<file path="config.mk">
export PLATFORM = sky130hd
export DESIGN_NAME = ctx_doorbell_decode
export DESIGN_NICKNAME = d
export VERILOG_FILES = /design/src/rtl/dbell_pkg.sv /design/src/rtl/dbell_addr_dec.sv /design/src/rtl/dbell_field_ext.sv /design/src/rtl/dbell_chan_reg.sv /design/src/rtl/ctx_doorbell_decode.sv
export SDC_FILE = /design/constraint.sdc
export NUM_CORES = 1
export LEC_CHECK = 0
export BUFFER_PORTS_ARGS = -buffer_cell sky130_fd_sc_hd__buf_4
export CAP_MARGIN = 10
export CORE_UTILIZATION = 40
export DETAILED_ROUTE_END_ITERATION = 16
export HOLD_SLACK_MARGIN = 0.08
export PLACE_DENSITY = 0.69
export SLEW_MARGIN = 20
export SYNTH_ARGS = -nofsm -noshare
export SYNTH_HDL_FRONTEND = slang
export SYNTH_SLANG_ARGS = --single-unit
</file>
<file path="constraint.sdc">
create_clock -name clk -period 0.8 [get_ports clk]
set_input_delay 0.04 -clock clk [delete_from_list [all_inputs] [get_ports clk]]
set_output_delay 0.04 -clock clk [all_outputs]
set_load 0.1 [all_outputs]
</file>
<file path="src/rtl/dbell_pkg.sv">
package dbell_pkg;

  // Request channel indices; the order sets the index in the channel vector.
  typedef enum logic [1:0] {
    CH_SEND = 2'd0,
    CH_RECV = 2'd1,
    CH_ARM  = 2'd2,
    CH_POLL = 2'd3
  } dbell_ch_e;

  localparam int NUM_CH = 4;

  // Doorbell selected by the page offset of an accepted write.
  typedef enum logic [1:0] {
    TGT_NONE = 2'd0,
    TGT_QP   = 2'd1,
    TGT_CQ   = 2'd2
  } dbell_tgt_e;

endpackage

</file>
<file path="src/rtl/dbell_addr_dec.sv">
module dbell_addr_dec
  import dbell_pkg::*;
#(
  parameter int PAGE_BITS = 12,
  parameter int STRB_W    = 4,
  parameter int QP_OFF    = 'h000,
  parameter int CQ_OFF    = 'h008
) (
  input  logic                 wr_en,
  input  logic [PAGE_BITS-1:0] page_off,
  input  logic [STRB_W-1:0]    wr_strb,
  output dbell_tgt_e           tgt,
  output logic                 bad_access
);

  localparam logic [PAGE_BITS-1:0] QP_OFF_L = PAGE_BITS'(QP_OFF);
  localparam logic [PAGE_BITS-1:0] CQ_OFF_L = PAGE_BITS'(CQ_OFF);

  logic full_word;
  assign full_word = &wr_strb;

  always_comb begin
    tgt        = TGT_NONE;
    bad_access = 1'b0;
    if (wr_en) begin
      if (!full_word) begin
        bad_access = 1'b1;
      end else if (page_off == QP_OFF_L) begin
        tgt = TGT_QP;
      end else if (page_off == CQ_OFF_L) begin
        tgt = TGT_CQ;
      end else begin
        bad_access = 1'b1;
      end
    end
  end

endmodule

</file>
<file path="src/rtl/dbell_field_ext.sv">
module dbell_field_ext
  import dbell_pkg::*;
#(
  parameter int DATA_W   = 32,
  parameter int HDL_W    = 24,
  parameter int SEND_BIT = 30,
  parameter int RECV_BIT = 31,
  parameter int ARM_BIT  = 30,
  parameter int SOL_BIT  = 29,
  parameter int POLL_BIT = 31
) (
  input  dbell_tgt_e         tgt,
  input  logic [DATA_W-1:0]  wr_data,
  output logic [NUM_CH-1:0]  fire,
  output logic [HDL_W-1:0]   hdl,
  output logic               sol
);

  // Bits between the handle and the flags carry no meaning.
  logic unused_data_bits;
  assign unused_data_bits = ^wr_data;

  assign hdl = wr_data[HDL_W-1:0];
  assign sol = wr_data[SOL_BIT];

  always_comb begin
    fire = '0;
    case (tgt)
      TGT_QP: begin
        fire[CH_SEND] = wr_data[SEND_BIT];
        fire[CH_RECV] = wr_data[RECV_BIT];
      end
      TGT_CQ: begin
        fire[CH_ARM]  = wr_data[ARM_BIT];
        fire[CH_POLL] = wr_data[POLL_BIT];
      end
      default: fire = '0;
    endcase
  end

endmodule

</file>
<file path="src/rtl/dbell_chan_reg.sv">
module dbell_chan_reg #(
  parameter int PAY_W = 25
) (
  input  logic             clk,
  input  logic             rst_n,
  input  logic             fire_i,
  input  logic [PAY_W-1:0] pay_i,
  output logic             vld_o,
  output logic [PAY_W-1:0] pay_o
);

  logic             vld_d, vld_q;
  logic [PAY_W-1:0] pay_d, pay_q;

  always_comb begin
    vld_d = fire_i;
    pay_d = pay_q;
    if (fire_i) begin
      pay_d = pay_i;
    end
  end

  always_ff @(posedge clk or negedge rst_n) begin
    if (!rst_n) begin
      vld_q <= 1'b0;
      pay_q <= '0;
    end else begin
      vld_q <= vld_d;
      if (fire_i) begin
        pay_q <= pay_d;
      end
    end
  end

  assign vld_o = vld_q;
  assign pay_o = pay_q;

endmodule

</file>
<file path="src/rtl/ctx_doorbell_decode.sv">
module ctx_doorbell_decode
  import dbell_pkg::*;
#(
  parameter int ADDR_W    = 32,
  parameter int DATA_W    = 32,
  parameter int HDL_W     = 24,
  parameter int PAGE_BITS = 12,
  parameter int QP_OFF    = 'h000,
  parameter int CQ_OFF    = 'h008,
  parameter int SEND_BIT  = 30,
  parameter int RECV_BIT  = 31,
  parameter int ARM_BIT   = 30,
  parameter int SOL_BIT   = 29,
  parameter int POLL_BIT  = 31
) (
  input  logic                   clk,
  input  logic                   rst_n,
  input  logic                   wr_en,
  input  logic [ADDR_W-1:0]      wr_addr,
  input  logic [DATA_W-1:0]      wr_data,
  input  logic [DATA_W/8-1:0]    wr_strb,
  output logic                   qp_send_o,
  output logic [HDL_W-1:0]       qp_send_hdl_o,
  output logic                   qp_recv_o,
  output logic [HDL_W-1:0]       qp_recv_hdl_o,
  output logic                   cq_arm_o,
  output logic [HDL_W-1:0]       cq_arm_hdl_o,
  output logic                   cq_arm_sol_o,
  output logic                   cq_poll_o,
  output logic [HDL_W-1:0]       cq_poll_hdl_o,
  output logic                   err_o,
  output logic [PAGE_BITS-1:0]   err_off_o
);

  localparam int STRB_W = DATA_W / 8;
  localparam int PAY_W  = HDL_W + 1;

  // Page number bits do not take part in decoding.
  logic unused_page_num;
  assign unused_page_num = ^wr_addr[ADDR_W-1:PAGE_BITS];

  logic [PAGE_BITS-1:0] page_off;
  dbell_tgt_e           tgt;
  logic                 bad_access;
  logic [NUM_CH-1:0]    fire;
  logic [HDL_W-1:0]     hdl;
  logic                 sol;

  assign page_off = wr_addr[PAGE_BITS-1:0];

  dbell_addr_dec #(
    .PAGE_BITS (PAGE_BITS),
    .STRB_W    (STRB_W),
    .QP_OFF    (QP_OFF),
    .CQ_OFF    (CQ_OFF)
  ) addr_dec_i (
    .wr_en      (wr_en),
    .page_off   (page_off),
    .wr_strb    (wr_strb),
    .tgt        (tgt),
    .bad_access (bad_access)
  );

  dbell_field_ext #(
    .DATA_W   (DATA_W),
    .HDL_W    (HDL_W),
    .SEND_BIT (SEND_BIT),
    .RECV_BIT (RECV_BIT),
    .ARM_BIT  (ARM_BIT),
    .SOL_BIT  (SOL_BIT),
    .POLL_BIT (POLL_BIT)
  ) field_ext_i (
    .tgt     (tgt),
    .wr_data (wr_data),
    .fire    (fire),
    .hdl     (hdl),
    .sol     (sol)
  );

  logic [NUM_CH-1:0] ch_vld;
  logic [PAY_W-1:0]  ch_pay [NUM_CH];

  for (genvar g = 0; g < NUM_CH; g++) begin : g_chan
    logic [PAY_W-1:0] pay_in;
    if (g == int'(CH_ARM)) begin : g_qual
      assign pay_in = {sol, hdl};
    end else begin : g_plain
      assign pay_in = {1'b0, hdl};
    end

    dbell_chan_reg #(
      .PAY_W (PAY_W)
    ) chan_i (
      .clk    (clk),
      .rst_n  (rst_n),
      .fire_i (fire[g]),
      .pay_i  (pay_in),
      .vld_o  (ch_vld[g]),
      .pay_o  (ch_pay[g])
    );
  end

  dbell_chan_reg #(
    .PAY_W (PAGE_BITS)
  ) err_chan_i (
    .clk    (clk),
    .rst_n  (rst_n),
    .fire_i (bad_access),
    .pay_i  (page_off),
    .vld_o  (err_o),
    .pay_o  (err_off_o)
  );

  // Qualifier bit of the non-arm channels is always zero.
  logic unused_qual;
  assign unused_qual = ch_pay[CH_SEND][HDL_W] ^ ch_pay[CH_RECV][HDL_W] ^
                       ch_pay[CH_POLL][HDL_W];

  assign qp_send_o     = ch_vld[CH_SEND];
  assign qp_send_hdl_o = ch_pay[CH_SEND][HDL_W-1:0];
  assign qp_recv_o     = ch_vld[CH_RECV];
  assign qp_recv_hdl_o = ch_pay[CH_RECV][HDL_W-1:0];
  assign cq_arm_o      = ch_vld[CH_ARM];
  assign cq_arm_hdl_o  = ch_pay[CH_ARM][HDL_W-1:0];
  assign cq_arm_sol_o  = ch_pay[CH_ARM][HDL_W];
  assign cq_poll_o     = ch_vld[CH_POLL];
  assign cq_poll_hdl_o = ch_pay[CH_POLL][HDL_W-1:0];

endmodule

</file>
==> results_dict.tcl, run 1 <==
set metrics [dict create \
    post-synth-top-area-fraction_pct 64.8 \
    clock_sink_count 114 \
    number_of_h_tree_levels 4 \
    yosys_register_bits 114 \
    total_power_consumption_uw 14800 \
    cts_tree "done" \
    rsz0062_at_grt "true" \
    syn-num-nets 332 \
    critPathMaxFanout 6 \
    drive_gt1_share_pct 85.6 \
    first_global_vias 3657 \
    maxSlewViolCount 0 \
    power.sequential.fraction_pct 40.0 \
    timing.slew.headroom_pct 79.3 \
    placement.io_buffers 159 \
    worst_skew_pair.late_latency_ns 0.50 \
    hold_violations 18 \
    power_report.internal_total_uw 11000 \
    wl_um 15700 \
    yosys.area.top_type "sky130_fd_sc_hd__dfrtp_1" \
    start_util_pct 41.9 \
    worst_clock_skew_ns 0 \
    fin_nets 608 \
    ff2ff_setup_slack_ns -0.28 \
    cts-buffers-inserted 17 \
    failing_checks "negative hold slack, negative setup slack" \
    routabilityCongestion 0.795 \
    startpoint_type "input pin" \
    clockBufferDepth 2 \
    antenna_found_initial 0 \
    achievable_frequency_mhz 826 \
    critPathCaptureType "register" \
    finalCritPeriodShare_pct 151 \
    global_route_usage_over_all_layers_pct 24.9 \
    detailed_place_hpwl_um 7470 \
    timing.final.ws_setup_ns -0.410 \
    design.die.area_sq_um 11400 \
    seqCellArea_sq_um 2970 \
    leak_pwr_uw 0.00424 \
    initialDrtViolationCount 94 \
    layout_commonest_cell "sky130_fd_sc_hd__buf_12" \
    timing_worst_slew_pin_value_ns 0.310 \
    firstDrtPassIters 4 \
    core_region_area_sq_um 10500 \
    critical_path_arrival_ns 1.59 \
    min_path_type "input pin to register" \
    net-switching-power_uw 3810 \
    wire_per_inst_um 22.9 \
    multiInputGateArea_sq_um 1860 \
    worst_setup_hold_path_clk_slew_ns 0.06 \
    required_ns 1.18 \
    detailroute.via_count 3457 \
    most-common-layout-cells "sky130_fd_sc_hd__buf_12, sky130_fd_sc_hd__mux2_4, sky130_fd_sc_hd__dfrtp_2, sky130_fd_sc_hd__buf_4, sky130_fd_sc_hd__dlygate4sd3_1" \
    path_cells "buf_8, nor4b_4, nand4_4, nor3_4, buf_6, clkbuf_16, mux2_4" \
    post_synth_instance_area_sq_um 4400 \
    postSynthAreaPerCell_sq_um 16.9 \
    slowest_delay_ns 0.35 \
    grt_pass1_wl_um 21100 \
    setup.worst_path.class "input pin to register" \
    detail_route.drc_violations 0 \
    synth_cells 261 \
    post-route-min-period_ns 1.21 \
    finalHoldWorstSlack_ns -0.215 \
    cts_root_buffer "sky130_fd_sc_hd__clkbuf_8" \
    synth_sequential_area_ratio_pct 64.8 \
    synth.area.top_cells "sky130_fd_sc_hd__dfrtp_1, sky130_fd_sc_hd__mux2_2, sky130_fd_sc_hd__mux2_1" \
    synth.lib_cells_used.distinct 20 \
    die_height_um 107 \
    floorplan.io_pins 185 \
    area_growth_pct 112 \
    yosysWarnings 0 \
    insertedDiodeCount 0 \
    dpl_cell_area_sq_um 6260 \
    library_cell_contributing_the_largest_single_delay_on_the_critical_path "sky130_fd_sc_hd__nor4b_4" \
    power_density_nw_per_um2 1580 \
    vdd.ir_drop.worst_mv 1.58 \
    setup_viol_count_final 224 \
    placement_row_count 37 \
    share_clk_of_total_power_pct 49.5 \
    chipWidth_um 107 \
    power.share.combinational_pct 10.5 \
    grt_max_degree 35 \
    fill_cells 382 \
    cp_num_buf_inv 3 \
    finish.instance_area_sq_um 9350 \
    critPathTopFamily "simple AND/OR/NAND/NOR gates" \
    switching_share_pct 25.8 \
    detail-route-antenna-nets 0 \
    routed_via_density 5.04 \
    grt_overflow 0 \
    max_cap_violations 0 \
    outcome "finished with violations" \
]
## stage by stage
step                TNS [ns]  hold WS (ns)  worst slack [ns]  std cells  utilization (%)
floorplan             -74.97        -0.256            -0.716        261                -
global placement      -92.21       -0.0587            -0.871        569             59.6
detailed placement    -94.11       -0.0543            -0.900        569             59.6
CTS                   -72.34        -0.233            -0.364        658             81.8
global route          -88.69        -0.236            -0.489        686             89.0
finish                -78.42        -0.215            -0.410        686             89.0
## sequential cells by signal (all words and copies together) (netlist names)
register and count:
g_chan.chan_i.pay_o 97, g_chan.chan_i.vld_o 4, err_chan_i.vld_o 1, err_chan_i.pay_o 12
## routing by layer
metal	track usage, %	share of wire, %	vias up
li1	-	-	1493
met1	30.9	39	1808
met2	42.3	55	132
met3	6.87	3.6	24
met4	7.83	2.2	0
met5	0	0	-
## cell type report
type / instances / area share, %
clock buffers: 19 / 4.51
clock inverters: 13 / 1.47
inverters: 1 / 0.0401
multi-input cells: 136 / 19.9
flip-flops and latches: 114 / 31.8
well taps: 136 / 1.82
repair buffers: 267 / 40.5
## final timing paths
path                                           start                    endpoint  cells past startpoint
max in group asynchronous                      rst_n   g_chan[3].chan_i.pay_o[6]                      3
hold reg to reg            g_chan[0].chan_i.pay_o[8]   g_chan[0].chan_i.pay_o[8]                      1
hold / removal                            wr_addr[8]         err_chan_i.pay_o[8]                      2
setup / recovery                          wr_addr[8]   g_chan[0].chan_i.pay_o[1]                      7
min in group asynchronous                      rst_n  g_chan[3].chan_i.pay_o[19]                      2
setup reg to reg           g_chan[2].chan_i.pay_o[8]   g_chan[2].chan_i.pay_o[8]                      3
## timing repair
item | in CTS | in global routing
endpoints found under the hold margin | 227 | 23
hold buffers | 34 | 4
gates cloned | 6 | 3
gates resized for setup | 289 | 126
endpoints found under the setup margin | 221 | 228
setup buffers | 17 | 25
## logic make-up after synthesis
group | share of synthesized area, %
DFF | 64.8
buffers and inverters | 2.39
muxes | 27.1
and+or+nand+nor | 4.94
AOI/OAI and AO/OA | 0.796
## power groups by stage
stage	Clock, uW	Combinational, uW	Sequential [uW]
after global placement	0	1160	5970
after global routing	7650	1630	5920
final	7300	1550	5910
after floorplan	0	123	6440
after CTS	7240	1390	5890
after detailed placement	0	1170	5970
## synth_stat cells (all sizes together)
cell / count
inv: 1
nand3: 3
a22o: 3
nor2: 8
nand4b: 2
nand2: 2
nor2b: 1
nand4: 4
buf: 9
o21ai: 1
nor4b: 1
nor3: 4
clkbuf: 1
or2: 1
dfrtp: 114
mux2: 106
Note: power is estimated with default switching activity, not from simulation.
==> run 2: changes to the inputs <==
==> constraint.sdc (replaced) <==
create_clock -name clk -period 0.8 [get_ports clk]
set_input_delay 0.04 -clock clk [delete_from_list [all_inputs] [get_ports clk]]
set_output_delay 0.04 -clock clk [all_outputs]
set_load 0.005 [all_outputs]
==> results_dict.tcl, run 2 (synthesized netlist as in run 1, its figures left out) <==
set metrics [dict create \
    startpoint_type "input pin" \
    setup.worst_path.start "wr_addr[7]" \
    wire_per_inst_um 18.9 \
    design.die.area_sq_um 11400 \
    worst_setup_hold_path_clk_slew_ns 0.06 \
    critPathMaxFanout 5 \
    hold_violations 21 \
    detail-route-antenna-nets 0 \
    cts_tree "done" \
    r2r_start "g_chan[3].chan_i.pay_o[16]" \
    reg2reg_to "g_chan[3].chan_i.pay_o[16]" \
    cts_root_buffer "sky130_fd_sc_hd__clkbuf_8" \
    worst_skew_pair.late_latency_ns 0.51 \
    cts-buffers-inserted 17 \
    largest_register_ffs 97 \
    routabilityCongestion 0.761 \
    antenna_found_initial 0 \
    rr_worst_depth 3 \
    critical_path_arrival_ns 1.63 \
    finalCritPeriodShare_pct 155 \
    setup.worst_path.class "input pin to register" \
    rsz0062_at_grt "true" \
    grt_overflow 0 \
    most-common-layout-cells "sky130_fd_sc_hd__buf_6, sky130_fd_sc_hd__buf_4, sky130_fd_sc_hd__dfrtp_1, sky130_fd_sc_hd__mux2_4, sky130_fd_sc_hd__dlygate4sd3_1" \
    critPathTopFamily "simple AND/OR/NAND/NOR gates" \
    routed_via_density 4.79 \
    multiInputGateArea_sq_um 1800 \
    numPlacedInstances 574 \
    max_cap_violations 0 \
    outcome "finished with violations" \
    achievable_frequency_mhz 806 \
    insertedDiodeCount 0 \
    share_clk_of_total_power_pct 52.0 \
    area_growth_pct 94.9 \
    worst_hold_startpoint "wr_addr[7]" \
    switching_share_pct 22.1 \
    slowest_delay_ns 0.34 \
    wl_um 13900 \
    net-switching-power_uw 3120 \
    ff2ff_setup_slack_ns -0.25 \
    whs_endpoint "err_chan_i.pay_o[7]" \
    vdd.ir_drop.worst_mv 1.07 \
    power.sequential.fraction_pct 41.5 \
    leak_pwr_uw 0.00439 \
    number_of_h_tree_levels 4 \
    fin_nets 655 \
    timing.final.ws_setup_ns -0.441 \
    power.share.combinational_pct 6.4 \
    finalHoldWorstSlack_ns -0.236 \
    timing_worst_slew_pin_value_ns 0.290 \
    detailed_place_hpwl_um 7620 \
    path_cells "buf_8, nor4b_4, nand4_4, buf_6, nor3_4, buf_12, clkbuf_16, mux2_4" \
    min_path_type "input pin to register" \
    detailroute.via_count 3509 \
    setup_viol_count_final 224 \
    library_cell_contributing_the_largest_single_delay_on_the_critical_path "sky130_fd_sc_hd__nor4b_4" \
    floorplan.io_pins 185 \
    placement.io_buffers 159 \
    timing.slew.headroom_pct 80.6 \
    clock_sink_count 114 \
    clockBufferDepth 2 \
    maxSlewViolCount 0 \
    drive_gt1_share_pct 71.5 \
    final-instance-count-excl-fill 733 \
    cp_num_buf_inv 4 \
    post-route-min-period_ns 1.24 \
    detail_route.drc_violations 0 \
    grt_max_degree 39 \
    worst_clock_skew_ns 0 \
    layout_commonest_cell "sky130_fd_sc_hd__buf_6" \
    fill_cells 536 \
    global_route_usage_over_all_layers_pct 24.9 \
    die_height_um 107 \
    min_path_cells 2 \
    power_report.internal_total_uw 11000 \
    grt_pass1_wl_um 20800 \
    start_util_pct 41.9 \
    finish.instance_area_sq_um 8580 \
    seqCellArea_sq_um 2850 \
    first_global_vias 3761 \
    initialDrtViolationCount 76 \
    core_region_area_sq_um 10500 \
    finish.utilization_pct 81.7 \
    dp_worst_setup_slack_ns -0.954 \
    power_density_nw_per_um2 1650 \
    dpl_cell_area_sq_um 6160 \
    required_ns 1.19 \
    failing_checks "negative hold slack, negative setup slack" \
    chipWidth_um 107 \
    placement_row_count 37 \
    firstDrtPassIters 4 \
    critPathCaptureType "register" \
]
[run 2: final cells by class]
type / count / area share [%]
clock buffer: 20 / 5.31
clock inverter: 12 / 1.55
inverter: 1 / 0.0437
multi-input combinational: 136 / 21.0
sequential: 114 / 33.2
tap: 136 / 1.98
timing repair buffer: 314 / 36.9
[run 2: power by group through the flow]
stage	registers (uW)	clock network, uW	logic (uW)
6_report	5880	7370	913
5_1_grt	5880	7770	982
4_1_cts	5880	7470	902
3_5_place_dp	5960	0	688
3_3_place_gp	5960	0	671
2_1_floorplan	5970	0	123
[run 2: through the flow]
step	TNS, ns	power (uW)
final	-72.60	14200
after global routing	-82.48	14600
after CTS	-68.97	14200
after detailed placement	-98.37	6650
after global placement	-92.01	6630
after floorplan	-72.24	6090
[run 2: repair_timing]
| action | CTS | global route |
|---|---|---|
| pin swaps | 0 | 3 |
| setup endpoints to repair | 223 | 226 |
| setup buffers | 54 | 36 |
| endpoints found under the hold margin | 227 | 23 |
| hold buffers | 34 | 2 |
| resized for setup | 181 | 25 |
| cloned | 5 | 2 |
[run 2: worst max path at each step]
stage                                  to  slack [ns]  depth (start not counted)
2_1_floorplan  g_chan[2].chan_i.pay_o[10]       -0.72                          5
3_3_place_gp    g_chan[3].chan_i.pay_o[9]       -0.87                          6
3_5_place_dp   g_chan[3].chan_i.pay_o[10]       -0.95                          6
4_1_cts         g_chan[1].chan_i.pay_o[7]       -0.39                          8
5_1_grt        g_chan[2].chan_i.pay_o[11]       -0.50                          8
6_report       g_chan[1].chan_i.pay_o[11]       -0.44                          8
[run 2: worst register-to-register path, cell delays in order (launching register included)]
cell	delay [ns]
sky130_fd_sc_hd__dfrtp_1	0.41
sky130_fd_sc_hd__buf_4	0.15
sky130_fd_sc_hd__buf_4	0.12
sky130_fd_sc_hd__mux2_4	0.26
[run 2: per-layer routing]
metal,wire length [um],global-route usage (%),up-vias,part of all wire (%)
met4,287,9.20,0,2.1
met2,7230,42.2,132,52
met5,0,0,-,0
li1,-,-,1581,-
met1,5590,30.0,1774,40
met3,781,7.23,22,5.6
==> run 3: changes to the inputs <==
--- a/config.mk
+++ b/config.mk
@@ -5,12 +5,11 @@
 export SDC_FILE = /design/constraint.sdc
 export NUM_CORES = 1
 export LEC_CHECK = 0
-export BUFFER_PORTS_ARGS = -buffer_cell sky130_fd_sc_hd__buf_4
+export BUFFER_PORTS_ARGS = -buffer_cell sky130_fd_sc_hd__buf_2
 export CAP_MARGIN = 10
-export CORE_UTILIZATION = 40
+export CORE_UTILIZATION = 35
 export DETAILED_ROUTE_END_ITERATION = 16
-export HOLD_SLACK_MARGIN = 0.08
-export PLACE_DENSITY = 0.69
+export HOLD_SLACK_MARGIN = 0.1
 export SLEW_MARGIN = 20
 export SYNTH_ARGS = -nofsm -noshare
 export SYNTH_HDL_FRONTEND = slang
==> results_dict.tcl, run 3 (synthesized netlist as in run 1, its figures left out) <==
set metrics [dict create \
    design.die.area_sq_um 13000 \
    worst_setup_hold_path_clk_slew_ns 0.05 \
    setup.worst_path.class "input pin to register" \
    setup_viol_count_final 225 \
    first_global_vias 3615 \
    grt_max_degree 44 \
    firstDrtPassIters 4 \
    grt_pass1_wl_um 19400 \
    number_of_h_tree_levels 4 \
    wl_um 13100 \
    grt_overflow 0 \
    detailroute.via_count 3473 \
    setup_total_negative_slack_ns -67.72 \
    die_height_um 114 \
    detail-route-antenna-nets 0 \
    timing_worst_slew_pin_value_ns 0.303 \
    outcome "finished with violations" \
    layout_commonest_cell "sky130_fd_sc_hd__buf_2" \
    vdd.ir_drop.worst_mv 1.38 \
    detailed_place_hpwl_um 7420 \
    min_path_type "input pin to async pin" \
    drive_gt1_share_pct 70.5 \
    leak_pwr_uw 0.00434 \
    gr-usage-met3_pct 5.93 \
    post-route-min-period_ns 1.30 \
    cts_tree "done" \
    timing.slew.headroom_pct 79.8 \
    achievable_frequency_mhz 771 \
    failing_checks "negative setup slack" \
    hold_violations 0 \
    cts-buffers-inserted 17 \
    max_cap_violations 0 \
    chipWidth_um 114 \
    power_density_nw_per_um2 1810 \
    critPathMaxFanout 6 \
    groute.layer.met1.usage_pct 24.4 \
    routed_via_density 4.53 \
    placement.io_buffers 159 \
    finish.utilization_pct 65.3 \
    global_route_usage_over_all_layers_pct 19.9 \
    initialDrtViolationCount 123 \
    timing.final.ws_setup_ns -0.497 \
    routabilityCongestion 0.737 \
    wire_per_inst_um 17.1 \
    dp_worst_setup_slack_ns -0.923 \
    maxSlewViolCount 0 \
    area_growth_pct 80.3 \
    rsz0062_at_grt "true" \
    clock_sink_count 114 \
    grt_most_used_layer "met2" \
    finalCritPeriodShare_pct 162 \
    worst_clock_skew_ns 0 \
    clockBufferDepth 2 \
    required_ns 1.09 \
    floorplan.io_pins 185 \
    detail_route.drc_violations 0 \
    fill_cells 877 \
    worst_skew_pair.late_latency_ns 0.40 \
    startpoint_type "input pin" \
    antenna_found_initial 0 \
    critPathCaptureType "register" \
    insertedDiodeCount 0 \
    most-common-layout-cells "sky130_fd_sc_hd__buf_2, sky130_fd_sc_hd__dfrtp_1, sky130_fd_sc_hd__mux2_4, sky130_fd_sc_hd__buf_4, sky130_fd_sc_hd__dlygate4sd3_1" \
    core_region_area_sq_um 12200 \
    use_met2_pct 33.0 \
    start_util_pct 36.2 \
    largest_register_ffs 97 \
    placement_row_count 40 \
    critical_path_arrival_ns 1.59 \
    cts_root_buffer "sky130_fd_sc_hd__clkbuf_16" \
    fin_nets 657 \
    finalHoldWorstSlack_ns 0.0499 \
]
[run 3: changes by cell type in the layout (fill, tap and decap cells not counted), sizes merged]
| cell | change |
|---|---|
| bufinv | +1 |
| clkinv | +2 |
| buf | -6 |
| clkinvlp | -5 |
| dlygate4sd3 | +5 |
| bufbuf | -1 |
| clkbuf | +6 |
[run 3: layout make-up]
cell class	count	area (sq um)	area share, %
sequential	114	2850	35.9
timing repair buffer	316	2410	30.4
multi-input combinational	136	1860	23.4
clock buffer	22	474	5.97
tap	168	210	2.65
clock inverter	10	131	1.65
inverter	1	3.75	0.0473
[run 3: layer usage]
layer	wire length, um	vias to the layer above	share of wire, %
li1	-	1585	-
met1	5660	1743	43
met2	6550	116	50
met3	582	29	4.4
met4	357	0	2.7
met5	0	-	0
[run 3: worst paths after layout]
check / start / end / slack (ns) / cells past startpoint
worst max-delay path: wr_addr[7] / g_chan[3].chan_i.pay_o[0] / -0.50 / 8
worst min-delay path: rst_n / g_chan[0].chan_i.pay_o[18] / 0.05 / 2
worst max register to register: err_chan_i.pay_o[0] / err_chan_i.pay_o[0] / -0.15 / 3
worst min register to register: err_chan_i.pay_o[2] / err_chan_i.pay_o[2] / 0.50 / 1
max in group asynchronous: rst_n / g_chan[1].chan_i.pay_o[19] / 0.23 / 3
min in group clk: wr_strb[1] / g_chan[2].chan_i.vld_o / 0.05 / 4
[run 3: what timing repair did]
item,in CTS,in global routing
endpoints found under the setup margin,224,228
buffers inserted,48,40
hold endpoints to repair,227,19
gates cloned,3,5
gates resized for setup,47,37
hold buffers,38,4
pin swaps,0,2
[run 3: metrics by stage]
step	total power [uW]	cell area (sq um)	std cells
final	14400	7940	767
after detailed placement	6560	5780	601
after CTS	14400	7390	722
after floorplan	6090	4570	261
after global routing	14900	7940	767
after global placement	6540	5780	601
[run 3: critical path, stage by stage]
cell and delay, ns:
sky130_fd_sc_hd__buf_8 0.10, sky130_fd_sc_hd__nor4b_4 0.33, sky130_fd_sc_hd__nand4_4 0.17, sky130_fd_sc_hd__buf_12 0.17, sky130_fd_sc_hd__nor3_4 0.15, sky130_fd_sc_hd__buf_6 0.16
sky130_fd_sc_hd__clkbuf_16 0.16, sky130_fd_sc_hd__mux2_4 0.30
[run 3: power by group]
group	total, uW	internal, uW	switching (uW)	leakage [uW]
clock network	7660	5110	2550	0.000300
logic	839	456	383	0.00247
registers	5870	5840	31.8	0.00157
